File: src/rtl/fsq_pkg.sv
// Package: shared widths and entry layout for the frame status queue.
// Assumes a count field of at least 8 bits so the low register is full width.
package fsq_pkg;
    localparam int FSQ_CNT_W  = 14;
    localparam int FSQ_STAT_W = 5;
    localparam int FSQ_LO_W   = 8;
    localparam int FSQ_HI_W   = FSQ_CNT_W - FSQ_LO_W + FSQ_STAT_W;
    localparam int FSQ_ENT_W  = FSQ_CNT_W + FSQ_STAT_W;

    typedef struct packed {
        logic [FSQ_STAT_W-1:0] status;
        logic [FSQ_CNT_W-1:0]  count;
    } fsq_entry_t;
endpackage

File: src/rtl/fsq_byte_counter.sv
// Module: per-frame byte counter.
// Counts byte strobes and saturates at the top value. The output includes a byte
// that arrives in the same cycle, so the value can be written on end of frame.
// Clears after every end of frame and whenever the feature is disabled.
module fsq_byte_counter #(
    parameter int CNT_W = 14
) (
    input  logic             clk,
    input  logic             rst_n,
    input  logic             en,
    input  logic             byte_stb,
    input  logic             eof_stb,
    output logic [CNT_W-1:0] frame_cnt
);
    localparam logic [CNT_W-1:0] CNT_MAX = '1;

    logic [CNT_W-1:0] cnt_q;

    // Next count value, held at the top instead of wrapping.
    always_comb begin
        frame_cnt = cnt_q;
        if (byte_stb && (cnt_q != CNT_MAX)) begin
            frame_cnt = cnt_q + 1'b1;
        end
    end

    // Count register: restarts on end of frame or while disabled.
    always_ff @(posedge clk) begin
        if (!rst_n || !en) begin
            cnt_q <= '0;
        end else if (eof_stb) begin
            cnt_q <= '0;
        end else begin
            cnt_q <= frame_cnt;
        end
    end
endmodule

File: src/rtl/fsq_entry_store.sv
// Module: circular buffer for frame status entries, with a depth that need not be
// a power of two. A write is accepted when there is room or when a pop happens in
// the same cycle. A rejected write raises drop for that cycle. flush empties the buffer.
module fsq_entry_store #(
    parameter int DEPTH = 10,
    parameter int EW    = 19,
    localparam int PW   = (DEPTH > 1) ? $clog2(DEPTH) : 1,
    localparam int LW   = $clog2(DEPTH + 1)
) (
    input  logic          clk,
    input  logic          rst_n,
    input  logic          flush,
    input  logic          push_req,
    input  logic          pop_req,
    input  logic [EW-1:0] wr_data,
    output logic [EW-1:0] head,
    output logic          full,
    output logic          empty,
    output logic [LW-1:0] level,
    output logic          drop
);
    logic [EW-1:0] mem [DEPTH];
    logic [PW-1:0] wr_ptr, rd_ptr;
    logic [LW-1:0] lvl_q;
    logic          push_ok, pop_ok;

    // Pointer advance with wrap at the last slot.
    function automatic logic [PW-1:0] bump(input logic [PW-1:0] p);
        return (p == PW'(DEPTH - 1)) ? '0 : p + 1'b1;
    endfunction

    // Decide which operations take effect this cycle.
    always_comb begin
        full    = (lvl_q == LW'(DEPTH));
        empty   = (lvl_q == '0);
        pop_ok  = pop_req && !empty;
        push_ok = push_req && (!full || pop_ok);
        drop    = push_req && !push_ok;
        head    = mem[rd_ptr];
        level   = lvl_q;
    end

    // Entry storage write.
    always_ff @(posedge clk) begin
        if (push_ok) begin
            mem[wr_ptr] <= wr_data;
        end
    end

    // Pointers and occupancy.
    always_ff @(posedge clk) begin
        if (!rst_n || flush) begin
            wr_ptr <= '0;
            rd_ptr <= '0;
            lvl_q  <= '0;
        end else begin
            if (push_ok) wr_ptr <= bump(wr_ptr);
            if (pop_ok)  rd_ptr <= bump(rd_ptr);
            case ({push_ok, pop_ok})
                2'b10:   lvl_q <= lvl_q + 1'b1;
                2'b01:   lvl_q <= lvl_q - 1'b1;
                default: lvl_q <= lvl_q;
            endcase
        end
    end
endmodule

File: src/rtl/fsq_read_port.sv
// Module: the two read registers. A low read captures count bits 7:0. A high read
// captures the upper count bits and status, and requests a pop. Data appears one
// cycle after the strobe. Empty reads and disabled state return zero.
module fsq_read_port
    import fsq_pkg::*;
(
    input  logic                clk,
    input  logic                rst_n,
    input  logic                en,
    input  logic                rd_lo_stb,
    input  logic                rd_hi_stb,
    input  logic                empty,
    input  fsq_entry_t          head,
    output logic [FSQ_LO_W-1:0] rd_lo_data,
    output logic [FSQ_HI_W-1:0] rd_hi_data,
    output logic                pop_req
);
    // A high read removes the oldest entry.
    always_comb begin
        pop_req = en && rd_hi_stb;
    end

    // Read data capture registers.
    always_ff @(posedge clk) begin
        if (!rst_n || !en) begin
            rd_lo_data <= '0;
            rd_hi_data <= '0;
        end else begin
            if (rd_lo_stb) begin
                rd_lo_data <= empty ? '0 : head.count[FSQ_LO_W-1:0];
            end
            if (rd_hi_stb) begin
                rd_hi_data <= empty ? '0 : {head.status, head.count[FSQ_CNT_W-1:FSQ_LO_W]};
            end
        end
    end
endmodule

File: src/rtl/frame_stat_queue.sv
// Module: frame status queue top. Counts the bytes of each frame and writes
// {status, count} on end of frame into a small queue that software reads through
// two registers. Assumes the strobes are single-cycle pulses in the clk domain.
// Clearing en flushes the queue and clears the counter and overflow.
module frame_stat_queue
    import fsq_pkg::*;
#(
    parameter int DEPTH = 10,
    localparam int LW   = $clog2(DEPTH + 1)
) (
    input  logic                  clk,
    input  logic                  rst_n,
    input  logic                  en,
    input  logic                  byte_stb,
    input  logic                  eof_stb,
    input  logic [FSQ_STAT_W-1:0] eof_status,
    input  logic                  rd_lo_stb,
    input  logic                  rd_hi_stb,
    output logic [FSQ_LO_W-1:0]   rd_lo_data,
    output logic [FSQ_HI_W-1:0]   rd_hi_data,
    output logic                  full,
    output logic                  empty,
    output logic [LW-1:0]         level,
    output logic                  overflow
);
    logic [FSQ_CNT_W-1:0] frame_cnt;
    fsq_entry_t           new_ent, head_ent;
    logic [FSQ_ENT_W-1:0] head_raw;
    logic                 pop_req, drop, push_req;

    fsq_byte_counter #(.CNT_W(FSQ_CNT_W)) u_cnt (
        .clk       (clk),
        .rst_n     (rst_n),
        .en        (en),
        .byte_stb  (byte_stb),
        .eof_stb   (eof_stb),
        .frame_cnt (frame_cnt)
    );

    // Form the entry to be written at end of frame.
    always_comb begin
        new_ent.status = eof_status;
        new_ent.count  = frame_cnt;
        push_req       = en && eof_stb;
        head_ent       = fsq_entry_t'(head_raw);
    end

    fsq_entry_store #(.DEPTH(DEPTH), .EW(FSQ_ENT_W)) u_store (
        .clk      (clk),
        .rst_n    (rst_n),
        .flush    (!en),
        .push_req (push_req),
        .pop_req  (pop_req),
        .wr_data  (new_ent),
        .head     (head_raw),
        .full     (full),
        .empty    (empty),
        .level    (level),
        .drop     (drop)
    );

    fsq_read_port u_rd (
        .clk        (clk),
        .rst_n      (rst_n),
        .en         (en),
        .rd_lo_stb  (rd_lo_stb),
        .rd_hi_stb  (rd_hi_stb),
        .empty      (empty),
        .head       (head_ent),
        .rd_lo_data (rd_lo_data),
        .rd_hi_data (rd_hi_data),
        .pop_req    (pop_req)
    );

    // Sticky overflow: set on a dropped entry, cleared only by disable.
    always_ff @(posedge clk) begin
        if (!rst_n || !en) begin
            overflow <= 1'b0;
        end else if (drop) begin
            overflow <= 1'b1;
        end
    end
endmodule

File: config.mk
export PLATFORM = sky130hd
export DESIGN_NAME = frame_stat_queue
export DESIGN_NICKNAME = d
export VERILOG_FILES = /design/src/rtl/fsq_pkg.sv /design/src/rtl/fsq_byte_counter.sv /design/src/rtl/fsq_entry_store.sv /design/src/rtl/fsq_read_port.sv /design/src/rtl/frame_stat_queue.sv
export SDC_FILE = /design/constraint.sdc
export NUM_CORES = 1
export LEC_CHECK = 0
export ABC_CLOCK_PERIOD_IN_PS = 4300
export BUFFER_PORTS_ARGS = -buffer_cell sky130_fd_sc_hd__buf_2
export CORE_MARGIN = 10
export CORE_UTILIZATION = 55
export DETAILED_ROUTE_END_ITERATION = 8
export MAX_ROUTING_LAYER = met4
export PLACE_DENSITY = 0.76
export SYNTH_ARGS = -nofsm -noshare
export SYNTH_HDL_FRONTEND = slang
export SYNTH_SLANG_ARGS = --single-unit
File: constraint.sdc
create_clock -name clk -period 4.3 [get_ports clk]
set_input_delay 1.29 -clock clk [delete_from_list [all_inputs] [get_ports clk]]
set_output_delay 1.29 -clock clk [all_outputs]
set_load 0.1 [all_outputs]
==> flow_metrics.env <==
export IMPL_synthTopCellsByArea="edfxtp_1, dfxtp_1, mux4_2"
export IMPL_ir_worst_vdd_uv=276
export IMPL_grt_pass1_vias=5594
export IMPL_hp_class="reg2reg"
export IMPL_cts_root_buf="clkbuf_16"
export IMPL_syn_nets=604
export IMPL_ys_seq_elements=240
export IMPL_viasPerCell=6.10
export IMPL_ctsHtreeMaxLevel=1
export IMPL_placed_cells_incl_taps=837
export IMPL_r2r_start="u_store.level[0]"
export IMPL_synth_top_cells_by_count="edfxtp_1, a21oi_1, dfxtp_1"
export IMPL_ys_warn_count=0
export IMPL_start_util=0.559
export IMPL_die_y_microns=152
export IMPL_area_growth_pct=13.6
export IMPL_max_freq_ghz=0.304
export IMPL_drv_cap=0
export IMPL_finalSetupViolCount=0
export IMPL_drv_slew=0
export IMPL_dpl_hpwl_mm=12.5
export IMPL_worstPathArrival_ns=2.00
export IMPL_wl_mm=19.9
export IMPL_slew_headroom=0.252
export IMPL_synth_async_reset_ratio=0
export IMPL_hold_ws_ns=0.469
export IMPL_cts_tree="yes"
export IMPL_yosysTopAreaCellShare=0.592
export IMPL_min_path_cells=2
export IMPL_gp_congestion=0.869
export IMPL_finish_utilization=0.635
export IMPL_setup_tns_final_ns=0
export IMPL_dieArea_sq_um=23200
export IMPL_routedWlPerCell_microns=22.6
export IMPL_antenna_found_initial=0
export IMPL_p_leak_nw=3.67
export IMPL_yosysTopAreaCell="edfxtp_1"
export IMPL_grt_usage=0.173
export IMPL_crit_type="reg2out"
export IMPL_antenna_left=0
export IMPL_io_pins=38
export IMPL_rows=48
export IMPL_hold_viol_final=0
export IMPL_ys_seq_area_frac=0.696
export IMPL_post_place_ws_ns=0.968
export IMPL_synth_edff_count=190
export IMPL_die_w_microns=152
export IMPL_critPathLaunchType="flip-flop"
export IMPL_path_max_fanout=9
export IMPL_clock_latency_ns=0.51
export IMPL_fin_ws_ns=1.01
export IMPL_nets=655
export IMPL_syn_area_sq_um=9630
export IMPL_synth_cell_types=54
export IMPL_yosysMostFrequentCell="edfxtp_1"
export IMPL_outcome="finished clean"
export IMPL_powerDensity_nw_per_um2=440
export IMPL_cp_required_ns=3.01
export IMPL_synthFlopType="edfxtp_1"
export IMPL_cts_resized=0
export IMPL_cts_post_setup_buffers_inserted=0
export IMPL_crit_start="u_store.level[1]"
export IMPL_fin_cells=882
export IMPL_vias=5379
export IMPL_drive_gt1_frac=0.263
export IMPL_cts_hold_buf=0
export IMPL_syn_inst=588
export IMPL_grt_pass1_wl_mm=31.3
export IMPL_ff2ff_path_depth=9
export IMPL_finalClockSkew_ns=0.0152
export IMPL_fin_crit_sh=0.765
export IMPL_drt_iter0_drc=433
export IMPL_n_antenna_cell=0
export IMPL_drcViolationCount=0
export IMPL_worstHoldStart="u_rd.rd_hi_data[2]"
export IMPL_worst_pin_slew_ns=1.12
export IMPL_coreArea_sq_um=17200
export IMPL_cts_made_buffers=25
export IMPL_cts_buffer_depth=3
export IMPL_first_pass_iters=6
export IMPL_grt_overflow_total=0
export IMPL_rsz0062_at_grt="no"
export IMPL_postSynthAreaPerCell_sq_um=16.4
export IMPL_clock_sinks=240
export IMPL_period_needed_ns=3.29
export IMPL_grt_max_degree=39
export IMPL_portBuffers=37
export IMPL_endpoint_kind="primary output"
export IMPL_clkSlewWorstSetupHoldPaths_ns=0.06
## cell usage in the layout, fill, tap and decap left out, drive strengths merged, types with 4 or more instances in the layout
cell type,count
edfxtp,190
a21oi,55
buf,52
dfxtp,50
mux4,38
clkbuf,34
o21ai,28
nand2b,23
mux2i,23
nand2,22
mux2,21
nor2,15
inv,12
nand3,11
or3,7
nand4,6
nor3,6
clkinv,6
and4,4
xnor2,4
## where the power goes
group / switching [W] / internal (W)
Combinational: 0.0000896 / 0.0000454
Sequential: 0.0000123 / 0.00250
Clock: 0.000837 / 0.00133
## sequential cells by signal (all words and copies together), names as in the netlist, named ones only
| register | count |
|---|---|
| u_store.level | 4 |
| u_store.mem | 190 |
| u_rd.rd_hi_data | 11 |
| u_rd.rd_lo_data | 8 |
| u_cnt.cnt_q | 14 |
| u_store.wr_ptr | 4 |
| overflow | 1 |
| u_store.rd_ptr | 4 |
## layer usage
metal | track usage | share of wire | up-vias
met5 | - | 0 | -
met4 | 0.0459 | 0.022 | 0
met3 | 0.0330 | 0.060 | 40
met2 | 0.285 | 0.50 | 169
met1 | 0.216 | 0.42 | 2767
li1 | - | - | 2403
## per-stage QoR
| stage | power, W | cell area (sq um) |
|---|---|---|
| 2_1_floorplan | 0.00265 | 9640 |
| 3_3_place_gp | 0.00269 | 10100 |
| 3_5_place_dp | 0.00269 | 10100 |
| 4_1_cts | 0.00485 | 10900 |
| 5_1_grt | 0.00497 | 10900 |
| 6_report | 0.00482 | 10900 |
## worst paths after layout
path / to / slack, ns
max: full / 1.01
min: u_rd.rd_hi_data[2] / 0.47
max reg2reg: u_store.level[3] / 1.35
min reg2reg: u_rd.rd_hi_data[2] / 0.47
## area by class of cell
class / instances / area, sq um
Inverter: 11 / 41.3
Fill cell: 1179 / 6300
Clock inverter: 11 / 138
Clock buffer: 34 / 709
Tap cell: 225 / 282
Multi-Input combinational cell: 309 / 2760
Timing Repair Buffer: 52 / 298
Sequential cell: 240 / 6710
## critical path, cell delays in order (launching register included)
cell and delay (ns):
dfxtp_1 0.59, nand4bb_1 0.25, inv_1 0.20, buf_2 0.45
## cell families (layout without fill, tap and decap cells)
| logic type | Yosys count | after routing | synth area share |
|---|---|---|---|
| flip-flops | 240 | 240 | 0.696 |
| AND/OR/NAND/NOR | 114 | 114 | 0.0663 |
| AO/OA/AOI/OAI | 102 | 102 | 0.0651 |
| multiplexers | 82 | 82 | 0.138 |
| buffers and inverters | 39 | 108 | 0.0222 |
| XOR/XNOR | 7 | 7 | 0.00637 |
| adder cells (fa/ha/maj) | 4 | 4 | 0.00598 |
No activity file was read; power rests on OpenSTA's default activity.
